## config.mk

```make
export PLATFORM = sky130hd
export DESIGN_NAME = mfc_gen
export DESIGN_NICKNAME = d
export VERILOG_FILES = /design/src/rtl/mfc_pkg.sv /design/src/rtl/mfc_cfg_check.sv /design/src/rtl/mfc_sysref_sync.sv /design/src/rtl/mfc_phase_cnt.sv /design/src/rtl/mfc_gen.sv
export SDC_FILE = /design/constraint.sdc
export NUM_CORES = 1
export LEC_CHECK = 0
export BUFFER_PORTS_ARGS = -buffer_cell sky130_fd_sc_hd__buf_2
export CAP_MARGIN = 20
export CORE_UTILIZATION = 45
export CTS_CLUSTER_DIAMETER = 120
export DETAILED_ROUTE_END_ITERATION = 10
export HOLD_SLACK_MARGIN = 0.1
export PLACE_DENSITY = 0.62
export SYNTH_ARGS = -nofsm -noshare
export SYNTH_HDL_FRONTEND = slang
export SYNTH_SLANG_ARGS = --single-unit
```

## constraint.sdc

```tcl
create_clock -name clk -period 5.18 [get_ports clk]
set_input_delay 0.259 -clock clk [delete_from_list [all_inputs] [get_ports clk]]
set_output_delay 0.259 -clock clk [all_outputs]
set_load 0.03 [all_outputs]
```

## src/rtl/mfc_pkg.sv

```systemverilog
`timescale 1ns/1ps
package mfc_pkg;
  // Legal ranges for the frame and multiframe sizes
  localparam int unsigned MAX_F    = 256;
  localparam int unsigned MAX_K    = 256;
  // Bounds on the multiframe length in octets (F*K)
  localparam int unsigned MIN_SPAN = 17;
  localparam int unsigned MAX_SPAN = 1024;
  // Width needed for a position inside the longest multiframe, plus one
  localparam int unsigned POS_W    = $clog2(MAX_SPAN) + 1;
endpackage

```

## src/rtl/mfc_cfg_check.sv

```systemverilog
`timescale 1ns/1ps
module mfc_cfg_check
  import mfc_pkg::*;
#(
  parameter int CFG_W  = 9,
  localparam int PROD_W = 2 * CFG_W
) (
  input  logic [CFG_W-1:0]  f_val,
  input  logic [CFG_W-1:0]  k_val,
  output logic              legal,
  output logic [PROD_W-1:0] span
);
  logic f_ok, k_ok, span_ok;

  // Multiframe length in octets; the ceil/floor bounds become product bounds
  assign span    = PROD_W'(f_val) * PROD_W'(k_val);
  assign f_ok    = (f_val != '0) && (f_val <= CFG_W'(MAX_F));
  assign k_ok    = (k_val != '0) && (k_val <= CFG_W'(MAX_K));
  assign span_ok = (span >= PROD_W'(MIN_SPAN)) && (span <= PROD_W'(MAX_SPAN));
  assign legal   = f_ok && k_ok && span_ok;
endmodule

```

## src/rtl/mfc_sysref_sync.sv

```systemverilog
`timescale 1ns/1ps
module mfc_sysref_sync #(
  parameter int STAGES = 2
) (
  input  logic clk,
  input  logic rst_n,
  input  logic din,
  output logic rise
);
  // STAGES synchronizer flops plus one history flop for edge detection
  logic [STAGES:0] shreg;

  always_ff @(posedge clk or negedge rst_n) begin
    if (!rst_n) shreg <= '0;
    else        shreg <= {shreg[STAGES-1:0], din};
  end

  assign rise = shreg[STAGES-1] & ~shreg[STAGES];
endmodule

```

## src/rtl/mfc_phase_cnt.sv

```systemverilog
`timescale 1ns/1ps
module mfc_phase_cnt
  import mfc_pkg::*;
#(
  parameter int CFG_W = 9
) (
  input  logic             clk,
  input  logic             rst_n,
  input  logic             hold,
  input  logic             restart,
  input  logic [CFG_W-1:0] f_val,
  input  logic [CFG_W-1:0] k_val,
  output logic             oct_zero,
  output logic             at_first,
  output logic             at_last,
  output logic [POS_W-1:0] pos
);
  logic [CFG_W-1:0] oct_q, frm_q;
  logic             oct_last, frm_last;

  assign oct_last = (oct_q == f_val - CFG_W'(1));
  assign frm_last = (frm_q == k_val - CFG_W'(1));
  assign at_last  = oct_last && frm_last;
  assign oct_zero = (oct_q == '0);
  assign at_first = oct_zero && (frm_q == '0);

  always_ff @(posedge clk or negedge rst_n) begin
    if (!rst_n) begin
      oct_q <= '0;
      frm_q <= '0;
      pos   <= '0;
    end else if (hold || restart) begin
      oct_q <= '0;
      frm_q <= '0;
      pos   <= '0;
    end else begin
      oct_q <= oct_last ? '0 : oct_q + CFG_W'(1);
      if (oct_last) frm_q <= frm_last ? '0 : frm_q + CFG_W'(1);
      pos   <= at_last ? '0 : pos + POS_W'(1);
    end
  end
endmodule

```

## src/rtl/mfc_gen.sv

```systemverilog
`timescale 1ns/1ps
module mfc_gen
  import mfc_pkg::*;
#(
  parameter int CFG_W       = 9,
  parameter int SYNC_STAGES = 2
) (
  input  logic             clk,
  input  logic             rst_n,
  input  logic [CFG_W-1:0] cfg_f,
  input  logic [CFG_W-1:0] cfg_k,
  input  logic             sysref_in,
  input  logic             sysref_ignore,
  input  logic             flag_clear,
  output logic             frame_start,
  output logic             mf_start,
  output logic             mf_clk,
  output logic             cfg_err,
  output logic             locked,
  output logic             misalign
);
  localparam int PROD_W = 2 * CFG_W;

  logic              legal;
  logic [PROD_W-1:0] span;
  logic [POS_W-1:0]  half_span;
  logic              sysref_rise;
  logic              cfg_change, seen_q;
  logic [CFG_W-1:0]  f_q, k_q;
  logic              rise_act, realign, mis_set;
  logic              oct_zero, at_first, at_last;
  logic [POS_W-1:0]  pos;

  mfc_cfg_check #(.CFG_W(CFG_W)) u_check (
    .f_val (cfg_f),
    .k_val (cfg_k),
    .legal (legal),
    .span  (span)
  );

  mfc_sysref_sync #(.STAGES(SYNC_STAGES)) u_sync (
    .clk   (clk),
    .rst_n (rst_n),
    .din   (sysref_in),
    .rise  (sysref_rise)
  );

  // Configuration change detection against last cycle's values
  always_ff @(posedge clk or negedge rst_n) begin
    if (!rst_n) begin
      f_q    <= '0;
      k_q    <= '0;
      seen_q <= 1'b0;
    end else begin
      f_q    <= cfg_f;
      k_q    <= cfg_k;
      seen_q <= 1'b1;
    end
  end
  assign cfg_change = seen_q && ((cfg_f != f_q) || (cfg_k != k_q));

  // SYSREF handling
  assign rise_act = sysref_rise && legal && !cfg_change;
  assign realign  = rise_act && !(locked && sysref_ignore);
  assign mis_set  = rise_act && locked && !at_last;

  mfc_phase_cnt #(.CFG_W(CFG_W)) u_cnt (
    .clk      (clk),
    .rst_n    (rst_n),
    .hold     (!legal),
    .restart  (cfg_change || realign),
    .f_val    (cfg_f),
    .k_val    (cfg_k),
    .oct_zero (oct_zero),
    .at_first (at_first),
    .at_last  (at_last),
    .pos      (pos)
  );

  always_ff @(posedge clk or negedge rst_n) begin
    if (!rst_n)                  locked <= 1'b0;
    else if (cfg_change || !legal) locked <= 1'b0;
    else if (rise_act)           locked <= 1'b1;
  end

  always_ff @(posedge clk or negedge rst_n) begin
    if (!rst_n)          misalign <= 1'b0;
    else if (mis_set)    misalign <= 1'b1;
    else if (flag_clear) misalign <= 1'b0;
  end

  assign half_span   = POS_W'(span >> 1);
  assign cfg_err     = !legal;
  assign frame_start = legal && oct_zero;
  assign mf_start    = legal && at_first;
  assign mf_clk      = legal && (pos < half_span);
endmodule

```

==> impl_metrics.py <==
metrics = {
    "outcome": {
        "status": "finished, final reports clean",
    },
    "synth": {
        "synth_top_area_share": 0.224,
        "syn_nets": 775,
        "ys_seq_area_frac": 0.224,
        "yosys-top-cells-area": "dfrtp_1, fa_1, ha_1, xor2_1, and2_1",
        "postSynthAreaPerCell_um2": 9.15,
        "yosysUniqueCellTypes": 57,
        "async_flop_share": 1.00,
        "synth_edf_count": 0,
        "synth_top_area_cell": "dfrtp_1",
        "post_synth_inst_count": 646,
        "yosys_warnings": 0,
        "ys_ff_latch": 53,
        "syn_area_mm2": 0.00591,
        "yosys_most_used_dff": "dfrtp_1",
    },
    "sta": {
        "hold_viol": 0,
        "setup_viol": 0,
        "finalCriticalPeriod_ns": 5.11,
        "rsz0062_at_grt": "true",
        "slew_headroom": 0.450,
        "slew_viol_final": 0,
        "worst_pin_slew_ns": 0.825,
        "fmaxAchievable_mhz": 196,
        "finalClockSkew_ns": 0.00443,
        "tns_ns": 0,
        "period_share": 0.987,
    },
    "layout": {
        "layout_commonest_cell": "buf_4",
        "nNetsFinal": 852,
        "final_cell_area_mm2": 0.00711,
        "synthToLayoutAreaGrowth_pct": 20.4,
        "drive_above_1_share": 0.221,
        "final_core_util": 0.559,
        "diodes": 0,
        "final_cell_mix": "buf_4, inv_1, dfrtp_1",
    },
    "die": {
        "initial_core_util": 0.464,
        "dieArea_mm2": 0.0136,
        "die_y_um": 117,
        "die_w_um": 117,
        "coreArea_mm2": 0.0127,
        "io_pins": 29,
        "fp-row-count": 41,
    },
    "routing": {
        "viasPerCell": 5.35,
        "wl_per_cell_um": 15.5,
        "top_layer": "met4",
        "ant_nets": 0,
        "wirelength_mm": 13.9,
        "wl_met3_um": 338,
        "wl_met2_mm": 6.86,
        "route.detailed.drc": 0,
        "wl_met1_mm": 6.36,
        "num_vias": 4792,
        "drt_iter0_markers": 231,
        "dr.pass1.iters": 4,
    },
    "setup_path": {
        "crit_buf_inv": 5,
        "path_common_cell": "fa_1",
        "start_kind": "primary input",
        "required_ns": 4.92,
        "crit_path_top_delay_cell": "fa_1",
        "cp_max_fo": 5,
        "crit_path_end_kind": "output pin",
        "crit_family": "adder cells",
        "path_class": "in2out",
        "path_cells": "buf_4, buf_4, and2_4, fa_1, fa_1, fa_1, inv_1, fa_1, inv_2, ha_4, a211oi_2, nor2_1, o41a_1, a41oi_2, xor2_1, a31o_2, nand3_4, and3b_2, buf_6",
        "r2r_start": "f_q[4]",
        "cp_slowest_stage_delay_ns": 0.55,
        "crit_start": "cfg_f[5]",
        "arrival_ns": 4.85,
    },
    "global_routing": {
        "grt_pass1_vias": 4748,
        "grt_pass1_wl_mm": 23.2,
        "grt_usage": 0.220,
        "antenna_found_initial": 0,
        "overflow": 0,
        "grt_max_degree": 54,
    },
    "clocking": {
        "cts_buffers": 5,
        "cts_tree": "built",
        "cts_root_buffer": "clkbuf_16",
        "clock_path_buffers": 2,
        "worstSkewPairLatency_ns": 0.30,
        "cts_max_level": 2,
        "clk_pin_slew_worst_paths_ns": 0.07,
        "clock-sinks": 53,
    },
    "worst_hold_path": {
        "hp-class": "in2reg",
        "hp-start": "cfg_k[0]",
    },
    "power": {
        "ir_drop_mv": 0.175,
        "powerDensity_mw_per_mm2": 371,
        "total_power_mw": 2.64,
        "leakagePower_nw": 3.42,
    },
    "placement": {
        "place_congestion": 0.861,
        "post_dp_cell_area_mm2": 0.00666,
        "hpwlAfterDp_mm": 11.1,
        "port-buffer-count": 28,
    },
    "run": {
        "drv_cap": 0,
    },
}
-- final cells by class --
cell class / count / area (um^2)
Multi-Input combinational cell: 480 / 4360
Timing Repair Buffer: 103 / 764
Tap cell: 172 / 215
Inverter: 80 / 300
Sequential cell: 53 / 1330
Clock inverter: 3 / 21.3
Clock buffer: 5 / 125
Fill cell: 1158 / 5610
-- metal layers --
layer | GRT usage | up-vias
li1 | - | 2295
met4 | 0.0557 | 0
met5 | 0 | -
met2 | 0.377 | 83
met1 | 0.296 | 2382
met3 | 0.0239 | 32
-- stage by stage --
step	setup WS (ns)	hold slack, ns	instances
floorplan	0.0181	-0.0366	646
global placement	-0.0933	0.340	881
detailed placement	-0.172	0.338	881
CTS	0.0125	0.134	893
global route	-0.0680	0.138	896
finish	0.0673	0.137	896
-- registers in the layout (all words and copies together) (netlist names) --
| signal | flops |
|---|---|
| u_cnt.frm_q | 9 |
| f_q | 9 |
| k_q | 9 |
| u_sync.shreg | 3 |
| seen_q | 1 |
| locked | 1 |
| u_cnt.oct_q | 9 |
| u_cnt.pos | 11 |
| misalign | 1 |
-- power breakdown --
| part | internal [mW] | leakage [nW] | switching [mW] |
|---|---|---|---|
| combinational | 0.933 | 2.66 | 0.936 |
| sequential | 0.422 | 0.690 | 0.00406 |
| clock | 0.180 | 0.0702 | 0.161 |
-- cell usage after synthesis (all sizes together), types with 2 or more instances --
library cell and count:
a211o 2, a211oi 12, a21o 9, a21oi 16, a221oi 2, a31o 3, a41oi 2, and2 53
and3 11, buf 9, clkbuf 24, dfrtp 53, fa 50, ha 56, inv 80, nand2 43
nand2b 5, nand3 21, nand4 9, nor2 18, nor2b 3, nor3 34, nor3b 3, nor4 7
nor4b 3, o2111a 2, o2111ai 3, o211ai 3, o21a 3, o21ai 16, o31ai 2, or3 3
or3b 2, xnor2 19, xor2 51
-- timing repair --
| item | CTS | global route |
|---|---|---|
| buffers inserted | 2 | 3 |
| pin swaps | 10 | 27 |
| setup endpoints to repair | 4 | 4 |
| gates resized for setup | 27 | 33 |
| hold buffers | 2 | 0 |
| hold endpoints to repair | 18 | 0 |
-- path summary, 6_finish.rpt --
path,to,slack (ns),depth (start not counted)
hold reg to reg,u_sync.shreg[1],0.36,0
min in group asynchronous,u_cnt.frm_q[5],0.62,3
setup reg to reg,u_cnt.frm_q[7],2.35,8
hold / removal,k_q[0],0.14,1
max in group asynchronous,k_q[2],4.12,3
setup / recovery,mf_clk,0.07,19
-- cell families after synthesis --
family / synth area share
compound gates: 0.100
xor+xnor: 0.104
fa+ha+maj: 0.288
buf+inv: 0.0762
flops: 0.224
mux: 0.00169
other cells: 0.000635
simple gates: 0.205
(Power assumes the default switching activity.)
